`src/rtl/cps_pkg.sv`:
```
package cps_pkg;
    typedef enum logic [1:0] {
        ST_OFF     = 2'd0,
        ST_LOWPWR  = 2'd1,
        ST_ACTIVE  = 2'd2,
        ST_STANDBY = 2'd3
    } cps_state_t;
endpackage

```
`src/rtl/cps_sync2.sv`:
```
module cps_sync2 #(
    parameter int W = 1
) (
    input  logic         clk,
    input  logic         rst_n,
    input  logic [W-1:0] d,
    output logic [W-1:0] q
);
    logic [W-1:0] meta;

    always_ff @(posedge clk or negedge rst_n) begin
        if (!rst_n) begin
            meta <= '0;
            q    <= '0;
        end else begin
            meta <= d;
            q    <= meta;
        end
    end
endmodule

```
`src/rtl/cps_stall_mon.sv`:
```
module cps_stall_mon #(
    parameter int STALL_CYC = 1250
) (
    input  logic clk,
    input  logic rst_n,
    input  logic mclk_s,
    output logic stall
);
    localparam int CW = $clog2(STALL_CYC + 1);
    localparam logic [CW-1:0] LIM = CW'(STALL_CYC);

    logic          prev_q;
    logic [CW-1:0] gap_q;
    logic          rise;

    assign rise = mclk_s & ~prev_q;

    always_ff @(posedge clk or negedge rst_n) begin
        if (!rst_n) begin
            prev_q <= 1'b0;
            gap_q  <= '0;
        end else begin
            prev_q <= mclk_s;
            if (rise)
                gap_q <= '0;
            else if (gap_q != LIM)
                gap_q <= gap_q + 1'b1;
        end
    end

    assign stall = (gap_q == LIM);
endmodule

```
`src/rtl/cps_frame_mon.sv`:
```
module cps_frame_mon #(
    parameter int FRAME_RATIO = 256,
    parameter int MISS_LIM    = 2
) (
    input  logic clk,
    input  logic rst_n,
    input  logic mclk_s,
    input  logic lrck_s,
    output logic desync
);
    localparam int CW = $clog2(2 * FRAME_RATIO + 2);
    localparam int MW = $clog2(MISS_LIM + 1);
    localparam logic [CW-1:0] EXP  = CW'(FRAME_RATIO);
    localparam logic [CW-1:0] CMAX = '1;
    localparam logic [MW-1:0] MLIM = MW'(MISS_LIM);

    logic          mprev_q, lprev_q;
    logic [CW-1:0] cnt_q;
    logic [MW-1:0] miss_q;
    logic          mrise, lrise;

    assign mrise = mclk_s & ~mprev_q;
    assign lrise = lrck_s & ~lprev_q;

    always_ff @(posedge clk or negedge rst_n) begin
        if (!rst_n) begin
            mprev_q <= 1'b0;
            lprev_q <= 1'b0;
            cnt_q   <= '0;
            miss_q  <= '0;
        end else begin
            mprev_q <= mclk_s;
            lprev_q <= lrck_s;
            if (lrise) begin
                cnt_q <= mrise ? CW'(1) : '0;
                if (cnt_q == EXP)
                    miss_q <= '0;
                else if (miss_q != MLIM)
                    miss_q <= miss_q + 1'b1;
            end else if (mrise && cnt_q != CMAX) begin
                cnt_q <= cnt_q + 1'b1;
            end
        end
    end

    assign desync = (miss_q == MLIM);
endmodule

```
`src/rtl/conv_power_seq.sv`:
```
module conv_power_seq
    import cps_pkg::*;
#(
    parameter int STALL_CYC   = 1250,
    parameter int FRAME_RATIO = 256,
    parameter int MISS_LIM    = 2
) (
    input  logic clk,
    input  logic pdn_n,
    input  logic mclk,
    input  logic lrck,
    input  logic run_stop,
    output logic regs_rst,
    output logic core_en,
    output logic standby,
    output logic cal_req
);
    logic [1:0] clk_s;
    logic       stall, desync, fault;
    cps_state_t state_q, state_d;
    logic       was_active_q;

    cps_sync2 #(.W(2)) u_sync (
        .clk   (clk),
        .rst_n (pdn_n),
        .d     ({lrck, mclk}),
        .q     (clk_s)
    );

    cps_stall_mon #(.STALL_CYC(STALL_CYC)) u_stall (
        .clk    (clk),
        .rst_n  (pdn_n),
        .mclk_s (clk_s[0]),
        .stall  (stall)
    );

    cps_frame_mon #(.FRAME_RATIO(FRAME_RATIO), .MISS_LIM(MISS_LIM)) u_frame (
        .clk    (clk),
        .rst_n  (pdn_n),
        .mclk_s (clk_s[0]),
        .lrck_s (clk_s[1]),
        .desync (desync)
    );

    assign fault = stall | desync;

    always_comb begin
        state_d = state_q;
        unique case (state_q)
            ST_OFF:     state_d = ST_LOWPWR;
            ST_LOWPWR:  if (!run_stop) state_d = fault ? ST_STANDBY : ST_ACTIVE;
            ST_ACTIVE:  if (run_stop) state_d = ST_LOWPWR;
                        else if (fault) state_d = ST_STANDBY;
            ST_STANDBY: if (run_stop) state_d = ST_LOWPWR;
                        else if (!fault) state_d = ST_ACTIVE;
            default:    state_d = ST_OFF;
        endcase
    end

    always_ff @(posedge clk or negedge pdn_n) begin
        if (!pdn_n) begin
            state_q      <= ST_OFF;
            was_active_q <= 1'b0;
        end else begin
            state_q      <= state_d;
            was_active_q <= (state_q == ST_ACTIVE);
        end
    end

    always_comb begin
        regs_rst = !pdn_n;
        core_en  = (state_q == ST_ACTIVE);
        standby  = (state_q == ST_STANDBY);
        cal_req  = (state_q == ST_ACTIVE) && !was_active_q;
    end
endmodule

```
`config.mk`:
```
export PLATFORM = sky130hd
export DESIGN_NAME = conv_power_seq
export DESIGN_NICKNAME = d
export VERILOG_FILES = /design/src/rtl/cps_pkg.sv /design/src/rtl/cps_sync2.sv /design/src/rtl/cps_stall_mon.sv /design/src/rtl/cps_frame_mon.sv /design/src/rtl/conv_power_seq.sv
export SDC_FILE = /design/constraint.sdc
export NUM_CORES = 1
export LEC_CHECK = 0
export ABC_AREA = 1
export BUFFER_PORTS_ARGS = -buffer_cell sky130_fd_sc_hd__clkbuf_2
export CAP_MARGIN = 20
export CORE_UTILIZATION = 43
export DETAILED_ROUTE_END_ITERATION = 12
export PLACE_DENSITY = 0.69
export SLEW_MARGIN = 40
export SYNTH_ARGS = -nofsm -noshare
export SYNTH_HDL_FRONTEND = slang
export SYNTH_SLANG_ARGS = --single-unit
```
`constraint.sdc`:
```
create_clock -name clk -period 3.1 [get_ports clk]
set_input_delay 0.465 -clock clk [delete_from_list [all_inputs] [get_ports clk]]
set_output_delay 0.465 -clock clk [all_outputs]
set_load 0.005 [all_outputs]
```
Yosys cells after proc, flatten, opt, wreduce, memory -nomap -nowiden. Index checks and enable logic that the tools add are counted.

$add $sub $neg: 3. Mux-type cells: 14. Equality and inequality tests: 12. Bitwise gates (word level): 5. Reductions and logical operators: 10.

Operators by type and width (number): $mux W11 (2); $mux W10 (2); $mux W2 (7); $add A11 B1 Y11 const B (1); $eq A11 B11 Y1 const B (1); $ne A11 B11 Y1 const B (1); $add A10 B1 Y10 const B (1); $eq A10 B9 Y1 const B (1); $ne A10 B10 Y1 const B (1); $pmux W2 S4 (1); $eq A2 B2 Y1 const B (3); $reduce_bool A2 Y1 (3); $ne A2 B2 Y1 const B (2); $ne A3 B2 Y1 const B (1); $ne A3 B3 Y1 const B (1); $reduce_and A3 Y1 (1); $add A2 B1 Y2 const B (1); $and A1 B1 Y1 (2); $eq A2 B1 Y1 const B (1); $logic_and A1 B1 Y1 (2); $logic_not A1 Y1 (2); $logic_not A2 Y1 (1); $mux W1 (2); $not A1 Y1 (2); 2 further kinds (2).

Logic and storage cells: 53. Output and inout port bits: 4. Input bits: 5. Register bits: 32.

Logic depth before layout (Yosys ltp). Gate-level depths: netlist of the first run.

Depth after elaboration: 5. Depth in mapped cells: 9. Mapped depth without buffers: 9.

Hierarchy. Synthesis of the first run repeated with hierarchy kept, for this count alone.

Cell total of the unflattened synthesis: 256. Area, all modules: 1883.1 um^2.

Modules (own cells, without submodules): cps_frame_mon (area an instance 918.4 um^2, sequential area each 350.3 um^2, cells each 133, times used 1); cps_stall_mon (area an instance 737.0 um^2, sequential area each 300.3 um^2, cells each 104, times used 1); conv_power_seq (area an instance 127.6 um^2, sequential area each 75.1 um^2, cells each 15, times used 1); cps_sync2 (area an instance 100.1 um^2, sequential area each 100.1 um^2, cells each 4, times used 1).

Worst setup path before layout of the first run. OpenSTA, ideal clock, no wires.

Path type: register to register. From: register u_frame.cnt_q[0]. To: register u_frame.cnt_q[0]. Buffers on the path: 0. Setup time: 0.121 ns. Arrival: 1.147 ns. Period minus slack after synthesis: 1.268 ns. Required time: 2.979 ns. Slack: 1.832 ns. Stages on the path, launching flop included: 9. Cell sequence: dfrtp_1 -> ha_1 -> nand2_2 -> nor2_4 -> nand3_2 -> nand2_2 -> inv_2 -> a21oi_1 -> nand2_1.

Longest elaborated chain between the ends: 3. Elaborated cells between the ends (all ways): 6. Those cells by class: add/sub (1); eq/ne (1); mux (2); reduce/logical (2).

RTL lines: start: declaration (line cps_frame_mon.sv:18) `logic [CW-1:0] cnt_q;`; start signal: assignment (line cps_frame_mon.sv:35) `cnt_q <= mrise ? CW'(1) : '0;`; start signal: assignment (line cps_frame_mon.sv:41) `cnt_q <= cnt_q + 1'b1;`; $add A10 B1 Y10 or $ne A10 B10 Y1 (tied branches) (line cps_frame_mon.sv:41, cps_frame_mon.sv:40); $mux W10 or $logic_and A1 B1 Y1 (tied branches) (line cps_frame_mon.sv:40) `end else if (mrise && cnt_q != CMAX) begin`; $mux W10 or $reduce_bool A2 Y1 (tied branches).

Several ways; a longest one is shown, not always the timed one. The select of a mux whose other input is x is not followed. A chain may end at the register's enable or synchronous reset.

Final worst setup path of the first run.
From: input port pdn_n. To: output port regs_rst.

Longest elaborated chain between the ends: 1.

RTL lines: start: declaration (line conv_power_seq.sv:9) `input logic pdn_n,`; $logic_not A1 Y1 (no line); end: declaration (line conv_power_seq.sv:13) `output logic regs_rst,`.

Every way passes these cells.

==> results.yml, run 1 <==
clock_tree:
  htreeDepth: 2
  root_buffer: "clkbuf_8"
  cts_setup_buffers: 0
  post_cts_resized: 0
  numCtsBuffers: 5
  clk_latency_ps: 290
  cts_hold_buf: 0
  cts_tree: "yes"
  clock-sinks: 32
  clock_path_buffers: 2
  clkTransAtPathRegs_ps: 70
route:
  drtIter0Drc: 23
  wire_per_inst_um: 10.4
  ant_nets: 0
  dr_total_vias: 1259
  vias_per_cell: 4.79
  first_pass_iters: 4
  finalWirelength_mm: 2.73
  drc: 0
synth:
  ys_seq_area_share_pct: 49.4
  synth_warnings: 0
  synth_nets: 211
  yosysTopAreaCell: "dfrtp_1"
  ys_seq_elements: 32
  synth_cell_types: 23
  syn_area_per_cell_um2: 8.06
  synth_top_cell_area_share_pct: 49.4
  synth_area_mm2: 0.00162
  synth_cells: 201
  ys_top_cells_by_area: "dfrtp_1, nand2_1, inv_1"
floorplanning:
  start_util_pct: 46.7
  boundaryPins: 9
  num_rows: 21
  dieArea_mm2: 0.00402
  fp.dieH_um: 63.4
  coreArea_mm2: 0.00347
  die_x_um: 63.4
global_routing:
  grt_max_degree: 34
  grtUsageMet2_pct: 22.7
  track_usage_pct: 16.3
  antenna_found_initial: 0
  grt_pass1_vias: 1121
  top_usage_layer: "met2"
  grt_overflow: 0
  grt_pass1_wl_mm: 4.93
  use_met3_pct: 5.98
  met1_usage_pct: 21.8
run:
  maxCapViolCount: 0
finish:
  fin_util_pct: 52.7
  final_cell_mix: "nand2_1, dfrtp_1, inv_1"
  fillers: 342
  final_common_cell: "nand2_1"
  antennaDiodeCount: 0
  area_growth_pct: 12.8
  final_cells: 263
  regArea_um2: 801
  drive_gt1_share_pct: 12.4
  fin_nets: 226
  multiInputGateArea_um2: 693
  stdcell_area_mm2: 0.00183
timing:
  setup_viol: 0
  finalClockSkew_ps: 8.23
  fin_crit_sh_pct: 50.2
  grt_setup_unrepaired: "no"
  slew_headroom_pct: 72.9
  worst_slew_pin_slew_ps: 406
  drv_slew: 0
  setup_tns_ps: 0
  fin_crit_ps: 1560
  hold_violations: 0
  fmaxAchievable_ghz: 0.642
critical_path:
  arrival_ps: 1090
  crit_path_end: "regs_rst"
  r2r-end: "u_frame.cnt_q[0]"
  worst_setup_path_start_kind: "input port"
  required_ps: 2630
  crit_start: "pdn_n"
  worstPathMaxFanout: 33
  critical_path_class: "input port to output port"
  r2r_setup_slack_ps: 1690
  timing.rr.start: "u_frame.cnt_q[0]"
  crit_path_end_kind: "output port"
  reg2regPathDepth: 8
status:
  outcome: "finished clean"
placement:
  place_inst: 255
  routabilityCongestion: 0.814
  hpwlAfterDp_mm: 1.94
  dpl_cell_area_mm2: 0.00172
  place.port_buffers: 8
power:
  power_density_mw_per_mm2: 589
  p_leak_nw: 0.901
  total_power_mw: 1.08
  peakVddDrop_mv: 0.355
hold_path:
  hp-class: "input port to async pin"
[layer usage]
layer | up-vias | routed length [um]
li1 | 670 | -
met1 | 572 | 1470
met2 | 12 | 1120
met3 | 5 | 82
met4 | 0 | 56
met5 | - | 0
[how the worst min path moves through the flow]
stage	slack (ps)	from	endpoint
6_report	190	pdn_n	u_frame.cnt_q[2]
3_5_place_dp	340	u_sync.meta[1]	u_sync.q[1]
4_1_cts	200	pdn_n	u_frame.cnt_q[2]
5_1_grt	230	pdn_n	u_frame.cnt_q[2]
3_3_place_gp	330	u_sync.meta[1]	u_sync.q[1]
2_1_floorplan	170	pdn_n	state_q[0]
[cells by family (layout without fill, tap and decap cells)]
| family | after synthesis | after routing | share of synthesized area [%] |
|---|---|---|---|
| AO/OA/AOI/OAI | 17 | 17 | 5.33 |
| XOR/XNOR | 2 | 2 | 1.08 |
| adder cells (fa/ha/maj) | 5 | 5 | 3.86 |
| buffers and inverters | 32 | 48 | 7.80 |
| flip-flops | 32 | 32 | 49.4 |
| AND/OR/NAND/NOR | 113 | 113 | 32.5 |
[metrics by stage]
stage / worst slack, ps / hold WS (ps)
6_report: 1540 / 191
5_1_grt: 1420 / 230
4_1_cts: 1510 / 202
3_5_place_dp: 1510 / 337
3_3_place_gp: 1510 / 333
2_1_floorplan: 1830 / 169
[power by group]
group	switching (mW)	internal (mW)	total [mW]
Clock	0.154	0.238	0.393
Combinational	0.0955	0.0699	0.165
Sequential	0.0476	0.471	0.518
[cells in the mapped netlist]
cell type  number
a21oi_1         7
a31oi_1         1
buf_2           1
clkinv_4        1
dfrtp_1        32
ha_1            5
inv_1          29
inv_2           1
nand2_1        50
nand2_2         3
nand2_4         1
nand3_1        14
nand3_2         1
nand3b_1        2
nand4_1        10
nor2_1         22
nor2_4          2
nor3_1          6
nor3_2          1
o21ai_0         6
o21ai_1         3
or2_2           1
xor2_1          2
[area by class of cell]
cell class	instances	share of cell area [%]
multi-input cells	137	37.9
clock buffers	6	3.97
well taps	46	3.15
flip-flops and latches	32	43.8
inverters	31	6.64
clock inverters	2	1.92
repair buffers	9	2.60
[critical path, cell delays in order]
cell	delay [ps]
clkbuf_2	80
buf_4	360
inv_1	70
clkbuf_2	120
[state kept, by name, summed over array words and instances, names as in the netlist]
register	flops
u_frame.lprev_q	1
u_sync.q	2
u_frame.miss_q	2
was_active_q	1
u_sync.meta	2
u_frame.cnt_q	10
state_q	2
u_stall.gap_q	11
u_frame.mprev_q	1
(Power assumes the default switching activity.)
==> inputs of run 2 (changes only) <==
clock period = 1.5 ns   (was 3.1 ns; I/O delays follow)
==> results.yml, run 2 (synthesized netlist as in run 1, its figures left out) <==
status:
  outcome: "finished with violations"
  violations: "hold timing"
route:
  ant_nets: 0
  drtIter0Drc: 102
  first_pass_iters: 5
  wl_met2_mm: 1.30
  wire_per_inst_um: 11.2
  drc: 0
  vias_per_cell: 4.85
  top_layer_used: "met4"
  dr_total_vias: 1280
  finalWirelength_mm: 2.96
  wl_met1_mm: 1.45
  route.met3.wl_um: 135
finish:
  reg_top3: "u_stall.gap_q x11, u_frame.cnt_q x10"
  fin_nets: 227
  final_cells: 264
  largest_reg_flops: 11
  antennaDiodeCount: 0
  stdcell_area_mm2: 0.00187
  max_flop_register: "u_stall.gap_q"
  area_growth_pct: 15.1
  final_cell_mix: "nand2_1, dfrtp_1, inv_1"
  drive_gt1_share_pct: 13.8
  final_common_cell: "nand2_1"
  fillers: 314
run:
  maxCapViolCount: 0
placement:
  dpl_cell_area_mm2: 0.00173
  hpwlAfterDp_mm: 2.05
  dp_slack_ps: 103
  place.port_buffers: 8
  routabilityCongestion: 0.840
  place_inst: 256
global_routing:
  grt_overflow: 0
  grt_max_degree: 33
  antenna_found_initial: 0
  grt_pass1_vias: 1181
  track_usage_pct: 17.8
  grt_pass1_wl_mm: 5.35
timing:
  slew_headroom_pct: 73.2
  fin_crit_ps: 1380
  worst_slew_pin_slew_ps: 402
  hold_violations: 32
  finalClockSkew_ps: 6.69
  grt_setup_unrepaired: "no"
  setup_tns_ps: 0
  setup_viol: 0
  drv_slew: 0
  fin_crit_sh_pct: 92.1
  fin_ws_ps: 119
  timing.hold.ws_ps: -21.5
  fmaxAchievable_ghz: 0.724
clock_tree:
  clkTransAtPathRegs_ps: 70
  clk_latency_ps: 290
  clock_path_buffers: 2
  numCtsBuffers: 5
  htreeDepth: 2
  cts_tree: "yes"
  clock-sinks: 32
  root_buffer: "clkbuf_8"
  cts_hold_buf: 0
power:
  p_leak_nw: 0.932
  switchingPower_mw: 0.622
  internal_power_mw: 1.71
  peakVddDrop_mv: 0.516
  pwr-share-comb_pct: 15.2
  clockPowerShare_pct: 39.0
  power_frac_seq_pct: 45.9
  switching_share_pct: 26.7
  power_density_mw_per_mm2: 1250
floorplanning:
  boundaryPins: 9
  coreArea_mm2: 0.00347
  num_rows: 21
  start_util_pct: 46.7
  die_x_um: 63.4
  dieArea_mm2: 0.00402
  fp.dieH_um: 63.4
critical_path:
  arrival_ps: 1550
  required_ps: 1670
  critical_path_class: "flip-flop to flip-flop"
  crit_path_end_kind: "flip-flop"
  worstPathMaxFanout: 7
  worst_setup_path_start_kind: "flip-flop"
  reg2regPathDepth: 9
hold_path:
  hp-class: "input port to async pin"
run 2: power by group through the flow:
stage / logic [mW] / registers [mW] / clock network [mW]
2_1_floorplan: 0.263 / 1.06 / 0
3_3_place_gp: 0.346 / 1.08 / 0
3_5_place_dp: 0.353 / 1.08 / 0
4_1_cts: 0.360 / 1.07 / 0.927
5_1_grt: 0.411 / 1.09 / 0.968
6_report: 0.354 / 1.07 / 0.907
run 2: worst paths after layout:
check | from | end | slack (ps)
worst min-delay path | pdn_n | state_q[1] | -20
worst max register to register | u_frame.cnt_q[0] | u_frame.cnt_q[0] | 120
worst min register to register | u_sync.meta[0] | u_sync.q[0] | 350
min in group clk | lrck | u_sync.meta[1] | 40
max in group asynchronous | pdn_n | u_frame.cnt_q[0] | 1230
worst max-delay path | u_frame.cnt_q[0] | u_frame.cnt_q[0] | 120
run 2: layout make-up:
cell class / count / area (um^2) / share of cell area [%]
Tap cell: 46 / 57.6 / 3.09
Multi-Input combinational cell: 137 / 704 / 37.8
Inverter: 31 / 121 / 6.51
Clock buffer: 7 / 96.3 / 5.16
Clock inverter: 1 / 30.0 / 1.61
Sequential cell: 32 / 801 / 42.9
Timing Repair Buffer: 10 / 55.1 / 2.95
run 2: layer usage:
metal / GRT usage, % / vias to the layer above
met5: 0 / -
met4: 10.5 / 0
met3: 4.89 / 7
met2: 25.5 / 29
met1: 23.8 / 572
li1: - / 672
run 2: timing repair:
action                     CTS  global route
resized for setup            0             2
setup buffers                0             0
setup endpoints to repair    0             7
run 2: worst max-delay path, stage by stage, from the launching register on:
cell and delay [ps]:
dfrtp_1 410, ha_1 230, nand2_2 100, nor2_4 50
nand3_2 60, nand2_2 70, nand2_4 130, clkinv_4 90
nand2_1 70, nand2_1 50
run 2: through the flow:
step	util, %	power (mW)
2_1_floorplan	-	1.33
3_3_place_gp	49.8	1.43
3_5_place_dp	49.8	1.44
4_1_cts	53.5	2.35
5_1_grt	53.8	2.47
6_report	53.8	2.33
